<file path="src/rtl/smb_pkg.sv">
package smb_pkg;
    localparam int BYTE_W   = 8;
    localparam int CMD_IDXW = 7;

    typedef enum logic [3:0] {
        ST_IDLE,
        ST_ADDR,
        ST_ADDR_ACK,
        ST_CMD,
        ST_CMD_ACK,
        ST_COUNT,
        ST_COUNT_ACK,
        ST_WDATA,
        ST_WDATA_ACK,
        ST_TX,
        ST_TX_ACK,
        ST_DROP
    } smb_state_e;
endpackage

</file>
<file path="src/rtl/smb_line_sync.sv">
module smb_line_sync #(
    parameter int STAGES = 2
) (
    input  logic clk,
    input  logic rst_n,
    input  logic scl_in,
    input  logic sda_in,
    output logic scl_lvl,
    output logic sda_lvl,
    output logic scl_rise,
    output logic scl_fall,
    output logic start_det,
    output logic stop_det
);
    logic [STAGES-1:0] scl_sh, sda_sh;
    logic              scl_q, sda_q;

    always_ff @(posedge clk or negedge rst_n) begin
        if (!rst_n) begin
            scl_sh <= '1;
            sda_sh <= '1;
            scl_q  <= 1'b1;
            sda_q  <= 1'b1;
        end else begin
            scl_sh <= {scl_sh[STAGES-2:0], scl_in};
            sda_sh <= {sda_sh[STAGES-2:0], sda_in};
            scl_q  <= scl_lvl;
            sda_q  <= sda_lvl;
        end
    end

    assign scl_lvl   = scl_sh[STAGES-1];
    assign sda_lvl   = sda_sh[STAGES-1];
    assign scl_rise  = scl_lvl & ~scl_q;
    assign scl_fall  = ~scl_lvl & scl_q;
    assign start_det = scl_lvl & scl_q & sda_q & ~sda_lvl;
    assign stop_det  = scl_lvl & scl_q & ~sda_q & sda_lvl;
endmodule

</file>
<file path="src/rtl/smb_cfg_bank.sv">
module smb_cfg_bank #(
    parameter int            NREG    = 16,
    parameter int            W       = 8,
    parameter int            IDXW    = 7,
    parameter int            DEF_IDX = 15,
    parameter logic [W-1:0]  DEF_VAL = 8'h03
) (
    input  logic              clk,
    input  logic              rst_n,
    input  logic              we,
    input  logic [IDXW-1:0]   widx,
    input  logic [W-1:0]      wdat,
    input  logic [IDXW-1:0]   ridx,
    output logic [W-1:0]      rdat,
    output logic [NREG*W-1:0] flat
);
    for (genvar g = 0; g < NREG; g++) begin : g_reg
        localparam logic [W-1:0] RV = (g == DEF_IDX) ? DEF_VAL : '0;
        logic [W-1:0] q;

        always_ff @(posedge clk or negedge rst_n) begin
            if (!rst_n)                            q <= RV;
            else if (we && widx == IDXW'(g))       q <= wdat;
        end

        assign flat[g*W +: W] = q;

        AST_BANK_WRITE: assert property (@(posedge clk) disable iff (!rst_n)
            (we && widx == IDXW'(g)) |=> (q == $past(wdat)));
    end

    always_comb begin
        rdat = '1;
        for (int k = 0; k < NREG; k++)
            if (ridx == IDXW'(k)) rdat = flat[k*W +: W];
    end
endmodule

</file>
<file path="src/rtl/cfg_smbus_slave.sv">
module cfg_smbus_slave
    import smb_pkg::*;
#(
    parameter int                  NREG     = 16,
    parameter logic [6:0]          DEV_ADDR = 7'b1101001,
    parameter int                  DEF_IDX  = 15,
    parameter logic [BYTE_W-1:0]   DEF_VAL  = 8'h03
) (
    input  logic                    clk,
    input  logic                    rst_n,
    input  logic                    scl_in,
    input  logic                    sda_in,
    output logic                    sda_oe,
    output logic                    wr_stb,
    output logic [CMD_IDXW-1:0]     wr_idx,
    output logic [BYTE_W-1:0]       wr_dat,
    output logic [NREG*BYTE_W-1:0]  cfg_regs
);
    localparam logic [CMD_IDXW-1:0] LAST_IDX = CMD_IDXW'(NREG - 1);
    localparam logic [BYTE_W-1:0]   CNT_BYTE = BYTE_W'(NREG);

    logic scl_lvl, sda_lvl, scl_rise, scl_fall, start_det, stop_det;

    smb_line_sync #(.STAGES(2)) u_sync (
        .clk(clk), .rst_n(rst_n), .scl_in(scl_in), .sda_in(sda_in),
        .scl_lvl(scl_lvl), .sda_lvl(sda_lvl), .scl_rise(scl_rise),
        .scl_fall(scl_fall), .start_det(start_det), .stop_det(stop_det)
    );

    smb_cfg_bank #(
        .NREG(NREG), .W(BYTE_W), .IDXW(CMD_IDXW),
        .DEF_IDX(DEF_IDX), .DEF_VAL(DEF_VAL)
    ) u_bank (
        .clk(clk), .rst_n(rst_n), .we(wr_stb), .widx(wr_idx), .wdat(wr_dat),
        .ridx(ptr), .rdat(rd_byte), .flat(cfg_regs)
    );

    smb_state_e          state;
    logic [3:0]          bitcnt;
    logic [BYTE_W-1:0]   rx_sh, tx_sh, rd_byte;
    logic [CMD_IDXW-1:0] ptr;
    logic                blk, is_rd, send_cnt;

    // state register and datapath
    always_ff @(posedge clk or negedge rst_n) begin
        if (!rst_n) begin
            state    <= ST_IDLE;
            bitcnt   <= '0;
            rx_sh    <= '0;
            tx_sh    <= '1;
            ptr      <= '0;
            blk      <= 1'b0;
            is_rd    <= 1'b0;
            send_cnt <= 1'b0;
            wr_stb   <= 1'b0;
            wr_idx   <= '0;
            wr_dat   <= '0;
        end else begin
            wr_stb <= 1'b0;
            if (stop_det) begin
                state <= ST_IDLE;
            end else if (start_det) begin
                state  <= ST_ADDR;
                bitcnt <= '0;
            end else begin
                if (scl_rise) begin
                    rx_sh  <= {rx_sh[BYTE_W-2:0], sda_lvl};
                    bitcnt <= bitcnt + 4'd1;
                end
                if (scl_fall) begin
                    unique case (state)
                        ST_IDLE, ST_DROP: ;
                        ST_ADDR: if (bitcnt == 4'd8) begin
                            if (rx_sh[7:1] == DEV_ADDR) begin
                                state <= ST_ADDR_ACK;
                                is_rd <= rx_sh[0];
                            end else state <= ST_DROP;
                        end
                        ST_ADDR_ACK: begin
                            bitcnt <= '0;
                            if (is_rd) begin
                                state <= ST_TX;
                                if (send_cnt) begin
                                    tx_sh    <= CNT_BYTE;
                                    send_cnt <= 1'b0;
                                end else begin
                                    tx_sh <= rd_byte;
                                    if (ptr <= LAST_IDX) ptr <= ptr + 1'b1;
                                end
                            end else state <= ST_CMD;
                        end
                        ST_CMD: if (bitcnt == 4'd8) begin
                            if (rx_sh[7] && rx_sh[6:0] <= LAST_IDX) begin
                                state <= ST_CMD_ACK;
                                blk   <= 1'b0;
                                ptr   <= rx_sh[6:0];
                            end else if (!rx_sh[7] && rx_sh[6:0] == '0) begin
                                state <= ST_CMD_ACK;
                                blk   <= 1'b1;
                                ptr   <= '0;
                            end else state <= ST_DROP;
                        end
                        ST_CMD_ACK: begin
                            bitcnt   <= '0;
                            send_cnt <= blk;
                            state    <= blk ? ST_COUNT : ST_WDATA;
                        end
                        ST_COUNT: if (bitcnt == 4'd8) state <= ST_COUNT_ACK;
                        ST_COUNT_ACK: begin
                            bitcnt <= '0;
                            state  <= ST_WDATA;
                        end
                        ST_WDATA: if (bitcnt == 4'd8) begin
                            if (ptr <= LAST_IDX) begin
                                wr_stb <= 1'b1;
                                wr_idx <= ptr;
                                wr_dat <= rx_sh;
                                ptr    <= ptr + 1'b1;
                                state  <= ST_WDATA_ACK;
                            end else state <= ST_DROP;
                        end
                        ST_WDATA_ACK: begin
                            bitcnt <= '0;
                            state  <= ST_WDATA;
                        end
                        ST_TX: begin
                            if (bitcnt == 4'd8) state <= ST_TX_ACK;
                            else tx_sh <= {tx_sh[BYTE_W-2:0], 1'b1};
                        end
                        ST_TX_ACK: begin
                            if (!rx_sh[0]) begin
                                bitcnt <= '0;
                                state  <= ST_TX;
                                if (send_cnt) begin
                                    tx_sh    <= CNT_BYTE;
                                    send_cnt <= 1'b0;
                                end else begin
                                    tx_sh <= rd_byte;
                                    if (ptr <= LAST_IDX) ptr <= ptr + 1'b1;
                                end
                            end else state <= ST_DROP;
                        end
                        default: state <= ST_IDLE;
                    endcase
                end
            end
        end
    end

    // outputs
    always_comb begin
        unique case (state)
            ST_ADDR_ACK, ST_CMD_ACK, ST_COUNT_ACK, ST_WDATA_ACK: sda_oe = 1'b1;
            ST_TX:                                               sda_oe = ~tx_sh[7];
            default:                                             sda_oe = 1'b0;
        endcase
    end

    AST_STOP_TO_IDLE: assert property (@(posedge clk) disable iff (!rst_n)
        stop_det |=> (state == ST_IDLE));
    AST_WR_IN_RANGE: assert property (@(posedge clk) disable iff (!rst_n)
        wr_stb |-> (wr_idx <= LAST_IDX));
    AST_WR_WITH_ACK: assert property (@(posedge clk) disable iff (!rst_n)
        wr_stb |-> (state == ST_WDATA_ACK && sda_oe));
    AST_BAD_ADDR_DROP: assert property (@(posedge clk) disable iff (!rst_n)
        (state == ST_ADDR && scl_fall && !start_det && !stop_det && bitcnt == 4'd8
         && rx_sh[7:1] != DEV_ADDR) |=> (state == ST_DROP && !sda_oe));
    AST_SDA_HOLD_HIGH: assert property (@(posedge clk) disable iff (!rst_n)
        (scl_lvl && $past(scl_lvl) && !$past(start_det) && !$past(stop_det))
        |-> $stable(sda_oe));
endmodule

</file>
<file path="config.mk">
export PLATFORM = sky130hd
export DESIGN_NAME = cfg_smbus_slave
export DESIGN_NICKNAME = d
export VERILOG_FILES = /design/src/rtl/smb_pkg.sv /design/src/rtl/smb_line_sync.sv /design/src/rtl/smb_cfg_bank.sv /design/src/rtl/cfg_smbus_slave.sv
export SDC_FILE = /design/constraint.sdc
export NUM_CORES = 1
export LEC_CHECK = 0
export CORE_ASPECT_RATIO = 1.4
export CORE_MARGIN = 2
export CORE_UTILIZATION = 31
export DETAILED_ROUTE_END_ITERATION = 6
export GPL_TIMING_DRIVEN = 0
export PLACE_DENSITY = 0.62
export SETUP_SLACK_MARGIN = 0.05
export SLEW_MARGIN = 5
export SYNTH_ARGS = -nofsm -noshare
export SYNTH_HDL_FRONTEND = slang
export SYNTH_SLANG_ARGS = --single-unit
</file>
<file path="constraint.sdc">
create_clock -name clk -period 3.3 [get_ports clk]
set_input_delay 0.66 -clock clk [delete_from_list [all_inputs] [get_ports clk]]
set_output_delay 0.66 -clock clk [all_outputs]
set_load 0.01 [all_outputs]
</file>
==> results of run 1 <==
flip-flops by register name (all words and copies together), names as in the netlist:
| register | cells |
|---|---|
| u_sync.scl_q | 1 |
| ptr | 7 |
| wr_dat | 8 |
| bitcnt | 4 |
| tx_sh | 8 |
| is_rd | 1 |
| send_cnt | 1 |
| u_bank.g.q | 128 |
| state | 4 |
| u_sync.scl_sh | 2 |
| u_sync.sda_q | 1 |
| u_sync.sda_sh | 2 |
| blk | 1 |
| wr_stb | 1 |
| rx_sh | 8 |
| wr_idx | 7 |
worst reg2reg max path, delay by kind of cell (launching register included):
family          cells  cell delay (ns)
simple gates        2             0.89
fa+ha+maj           1             0.21
compound gates      4             1.02
flops               1             0.44
buf+inv             1             0.30
per-layer routing:
layer | routed length, microns | GRT usage (%) | vias up | part of all wire, %
li1 | - | - | 3416 | -
met1 | 13100 | 25.4 | 3954 | 41
met2 | 16700 | 36.7 | 260 | 52
met3 | 1200 | 3.03 | 48 | 3.8
met4 | 971 | 7.55 | 0 | 3.0
met5 | 0 | 0 | - | 0
how the worst max path moves through the flow:
| stage | from | end | slack [ns] |
|---|---|---|---|
| floorplan | ptr[0]$_DFFE_PN0P_ | tx_sh[0]$_DFFE_PN1P_ | 1.08 |
| finish | state[2]$_DFFE_PN0P_ | sda_oe | 0.10 |
| global route | state[2]$_DFFE_PN0P_ | sda_oe | -0.05 |
| global placement | rst_n | u_bank.g_reg[10].q[3]$_DFFE_PN0P_ | -6.18 |
| CTS | state[3]$_DFFE_PN0P_ | sda_oe | 0.11 |
| detailed placement | ptr[0]$_DFFE_PN0P_ | tx_sh[2]$_DFFE_PN1P_ | 0.16 |
cell usage after synthesis (all sizes together), types with 11 or more instances:
master,n
nor2,59
a21oi,38
dfstp,16
mux2,148
o22ai,12
nor2b,21
a221oi,11
o21ai,33
nand2b,12
dfrtp,168
nand3,17
buf,18
nand2,60
nor3,31
clkbuf,29
per-stage QoR:
step	TNS, ns	setup slack [ns]	cell area [sq um]	cells	util [%]
after floorplan	0	1.08	9220	829	-
after CTS	0	0.108	11800	1390	40.3
final	0	0.101	11800	1390	40.3
after detailed placement	0	0.164	11200	1358	38.3
after global routing	-0.0509	-0.0509	11800	1390	40.3
after global placement	-1094.99	-6.18	11200	1357	38.2
final cells by class:
cell class                      instances  area [sq um]  area share, %
Buffer                                 47           221           1.88
Clock buffer                           22           474           4.02
Clock inverter                         10          93.8          0.795
Inverter                               10          37.5          0.318
Multi-Input combinational cell        588          4360           36.9
Sequential cell                       184          4620           39.2
Tap cell                              380           475           4.03
Timing Repair Buffer                  149          1510           12.8
power breakdown:
group | switching (mW) | leakage, nW | total, mW | internal, mW
registers | 0.121 | 2.49 | 2.53 | 2.41
clock network | 0.910 | 0.273 | 2.01 | 1.10
logic | 1.04 | 2.43 | 1.63 | 0.592
total | 2.07 | 5.19 | 6.18 | 4.11
cell families after synthesis:
logic type,synth area share [%]
adders and majority gates,0.814
xor gates and xnor gates,0.190
AOI/OAI and AO/OA,13.1
buffers and inverters,2.78
DFF,50.2
and+or+nand+nor,14.4
muxes,18.5
timing repair:
| item | CTS | global route |
|---|---|---|
| setup buffers | 0 | 0 |
| gates resized for setup | 0 | 5 |
| setup endpoints to repair | 0 | 6 |
==> impl_metrics.json, run 1 <==
{
  "synth_area_per_cell_sq_um": 11.1,
  "critical_path_depth": 5,
  "grt_setup_unrepaired": "true",
  "drtPass1Iterations": 5,
  "finalNetCount": 1007,
  "critPathRequiredTime_ns": 2.64,
  "clk_pin_slew_ns": 0.07,
  "synth_area_leaders": "dfrtp_1, mux2_2, dfstp_2",
  "grt_pass1_wl_microns": 48500,
  "critPathCaptureType": "primary output",
  "crit_arrival_ns": 2.54,
  "status": "finished clean",
  "antenna_found_initial": 0,
  "yosysWarnings": 0,
  "syn_area_sq_um": 9220,
  "drtIter0Drc": 602,
  "num_rows": 74,
  "ys.flop_type": "dfrtp_1",
  "path_delay_family": "buffers and inverters",
  "cts_root_buf": "clkbuf_16",
  "core-area_sq_um": 29300,
  "cts_hold_buf": 0,
  "syn_nets": 839,
  "r2r_slack_ns": 0.33,
  "clk_latency_ns": 0.45,
  "antenna_left": 0,
  "n_antenna_cell": 0,
  "fin_crit_ns": 3.20,
  "layout_commonest_cell": "dfrtp_1",
  "fp.dieH_microns": 208,
  "ios": 149,
  "p_per_area_nw_per_um2": 524,
  "slowest_stage": "clkdlybuf4s50_1",
  "ys_types": 72,
  "drc": 0,
  "vias_per_cell": 5.52,
  "die_area_sq_um": 31200,
  "r2r-end": "tx_sh[5]$_DFFE_PN1P_",
  "setup_viol": 0,
  "p_leak_nw": 5.19,
  "hold_violations": 0,
  "whs_ns": 0.210,
  "hp-class": "in -> async",
  "yosys.area.top_type": "dfrtp_1",
  "synth_seq_cells": 184,
  "drt-total-wl_microns": 32000,
  "place.gp.congestion": 0.924,
  "synth_top_area_share_pct": 45.6,
  "dp_hpwl_microns": 23700,
  "tightest_slew_ns": 0.979,
  "fp.dieW_microns": 150,
  "cts_buffers": 17,
  "skew_ns": 0.00779,
  "power_mw": 6.18,
  "crit_type": "reg -> out",
  "cp_max_fo": 10,
  "max-clock-path-buffers": 2,
  "initial_core_util_pct": 31.5,
  "layout-drive-gt1-share_pct": 23.0,
  "final_cell_mix": "dfrtp_1, clkdlybuf4s50_1, mux2_2",
  "synth_async_sr_flop_share_pct": 100,
  "path_buf_inv": 3,
  "min_period_over_period_pct": 96.9,
  "htree_levels": 4,
  "fmax_mhz": 313,
  "ir_drop_uv": 386,
  "grt.total_usage_pct": 20.8,
  "cts_tree": "built",
  "globalRouteOverflowTotal": 0,
  "vias": 7678,
  "worstReg2RegStart": "ptr[0]$_DFFE_PN0P_",
  "path_cells": "buf_2 -> clkbuf_1 -> nor2_1 -> o31ai_1 -> clkdlybuf4s50_1",
  "drt-wirelength-per-cell_microns": 23.0,
  "seq_area_frac_synth_pct": 50.2,
  "relSlewSlack_pct": 34.5,
  "synth_cells": 829,
  "max_stage_delay_ns": 0.63,
  "start_kind": "flop",
  "grt_pass1_vias": 7611,
  "synth_edf_count": 0,
  "cts.sinks": 184,
  "maxCapViolations": 0,
  "io_buffers": 148,
  "fillCellCount": 2924,
  "syn_to_final_growth_pct": 28.0,
  "grt_max_degree": 97,
  "reg2reg_depth": 8,
  "slew_viol_final": 0
}
Power figures use the tool's default switching activity.
==> inputs of run 2 (changes only) <==
- PLACE_DENSITY: 0.62 -> 0.61
==> impl_metrics.json, run 2 (synthesis results as in run 1) <==
{
  "cp_max_fo": 10,
  "drtPass1Iterations": 5,
  "status": "finished clean",
  "antenna_found_initial": 0,
  "drtIter0Drc": 578,
  "clk_latency_ns": 0.45,
  "skew_ns": 0.0143,
  "initial_core_util_pct": 31.5,
  "num_rows": 74,
  "start_kind": "flop",
  "multi_input_area_sq_um": 4360,
  "fin_setup_tns_ns": 0,
  "fp.dieH_microns": 208,
  "core-area_sq_um": 29300,
  "hp-class": "in -> async",
  "cts_resized": 0,
  "relSlewSlack_pct": 36.4,
  "grt_max_degree": 113,
  "p_leak_nw": 5.17,
  "clk_pin_slew_ns": 0.07,
  "grt.total_usage_pct": 20.6,
  "layout-drive-gt1-share_pct": 22.9,
  "grt_pass1_vias": 7617,
  "hold_violations": 0,
  "crit_arrival_ns": 2.53,
  "dp_hpwl_microns": 23800,
  "critPathCaptureType": "primary output",
  "antenna_left": 0,
  "ios": 149,
  "max-clock-path-buffers": 2,
  "largest_reg_flops": 128,
  "slew_viol_final": 0,
  "final_cell_mix": "dfrtp_1, clkdlybuf4s50_1, mux2_2",
  "regArea_sq_um": 4620,
  "path_buf_inv": 3,
  "min_period_over_period_pct": 96.7,
  "max_stage_delay_ns": 0.63,
  "grt_setup_unrepaired": "true",
  "grt_pass1_wl_microns": 48000,
  "fp.dieW_microns": 150,
  "cts_hold_buf": 0,
  "crit_type": "reg -> out",
  "vias": 7681,
  "cts_tree": "built",
  "vias_per_cell": 5.53,
  "tightest_slew_ns": 0.950,
  "cts_setup_buffers": 0,
  "setup_viol": 0,
  "die_area_sq_um": 31200,
  "utilization_pct": 40.2,
  "maxCapViolations": 0,
  "fillCellCount": 2885,
  "fin_crit_ns": 3.19,
  "io_buffers": 148,
  "top_register": "u_bank.g.q",
  "critPathRequiredTime_ns": 2.64,
  "finalNetCount": 1007,
  "path_delay_family": "buffers and inverters",
  "htree_levels": 4,
  "p_per_area_nw_per_um2": 519,
  "syn_to_final_growth_pct": 27.7,
  "fmax_mhz": 313,
  "drt-wirelength-per-cell_microns": 23.1,
  "cts.sinks": 184,
  "layout_commonest_cell": "dfrtp_1",
  "path_cells": "buf_2 -> buf_1 -> nor2_1 -> o31ai_1 -> clkdlybuf4s50_1",
  "cts_buffers": 17,
  "power_mw": 6.11,
  "drt-total-wl_microns": 32200,
  "slowest_stage": "clkdlybuf4s50_1",
  "ir_drop_uv": 408,
  "n_antenna_cell": 0,
  "drc": 0,
  "place.gp.congestion": 0.929,
  "cts_root_buf": "clkbuf_16",
  "globalRouteOverflowTotal": 0
}
[run 2: changes by cell type in the layout (fill, tap and decap cells not counted)]
cell	before	now
clkinv_4	1	0
bufinv_16	1	0
inv_6	2	3
clkinv_2	3	4
clkbuf_2	2	1
buf_1	0	1
[run 2: per-layer routing]
metal	share of wire (%)	up-vias	GRT usage, %
li1	-	3406	-
met1	40	3895	24.7
met2	52	313	36.4
met3	4.6	67	3.18
met4	4.2	0	8.62
met5	0	-	0
[run 2: stage by stage]
| step | hold slack, ns | worst slack [ns] | area, sq um | instances |
|---|---|---|---|---|
| floorplan | 0.345 | 1.08 | 9220 | 829 |
| global placement | 0.346 | -6.18 | 11200 | 1357 |
| detailed placement | 0.347 | 0.119 | 11200 | 1358 |
| CTS | 0.190 | 0.0781 | 11800 | 1390 |
| global route | 0.194 | 0.00284 | 11800 | 1390 |
| finish | 0.161 | 0.110 | 11800 | 1390 |
[run 2: power breakdown]
part           leakage [nW]  internal (mW)  switching [mW]
clock                 0.263           1.02           0.899
combinational          2.42          0.591            1.06
sequential             2.49           2.41           0.125
total                  5.17           4.03            2.08
[run 2: layout make-up]
class / count / share of cell area [%]
multi-input cells: 588 / 37.0
clock inverters: 10 / 0.585
flip-flops and latches: 184 / 39.3
clock buffers: 22 / 4.03
repair buffers: 149 / 12.9
inverters: 10 / 0.319
plain buffers: 47 / 1.87
well taps: 380 / 4.04
[run 2: final timing paths]
| path | depth (start not counted) | to | startpoint | slack, ns |
|---|---|---|---|---|
| min in group clk | 0 | u_sync.scl_sh[1]$_DFF_PN1_ | u_sync.scl_sh[0]$_DFF_PN1_ | 0.35 |
| setup / recovery | 5 | sda_oe | state[1]$_DFFE_PN0P_ | 0.11 |
| hold reg to reg | 0 | u_sync.scl_sh[1]$_DFF_PN1_ | u_sync.scl_sh[0]$_DFF_PN1_ | 0.35 |
| max in group asynchronous | 2 | u_bank.g_reg[9].q[0]$_DFFE_PN0P_ | rst_n | 2.18 |
| hold / removal | 1 | wr_idx[5]$_DFFE_PN0P_ | rst_n | 0.16 |
| setup reg to reg | 8 | tx_sh[1]$_DFFE_PN1P_ | ptr[0]$_DFFE_PN0P_ | 0.28 |
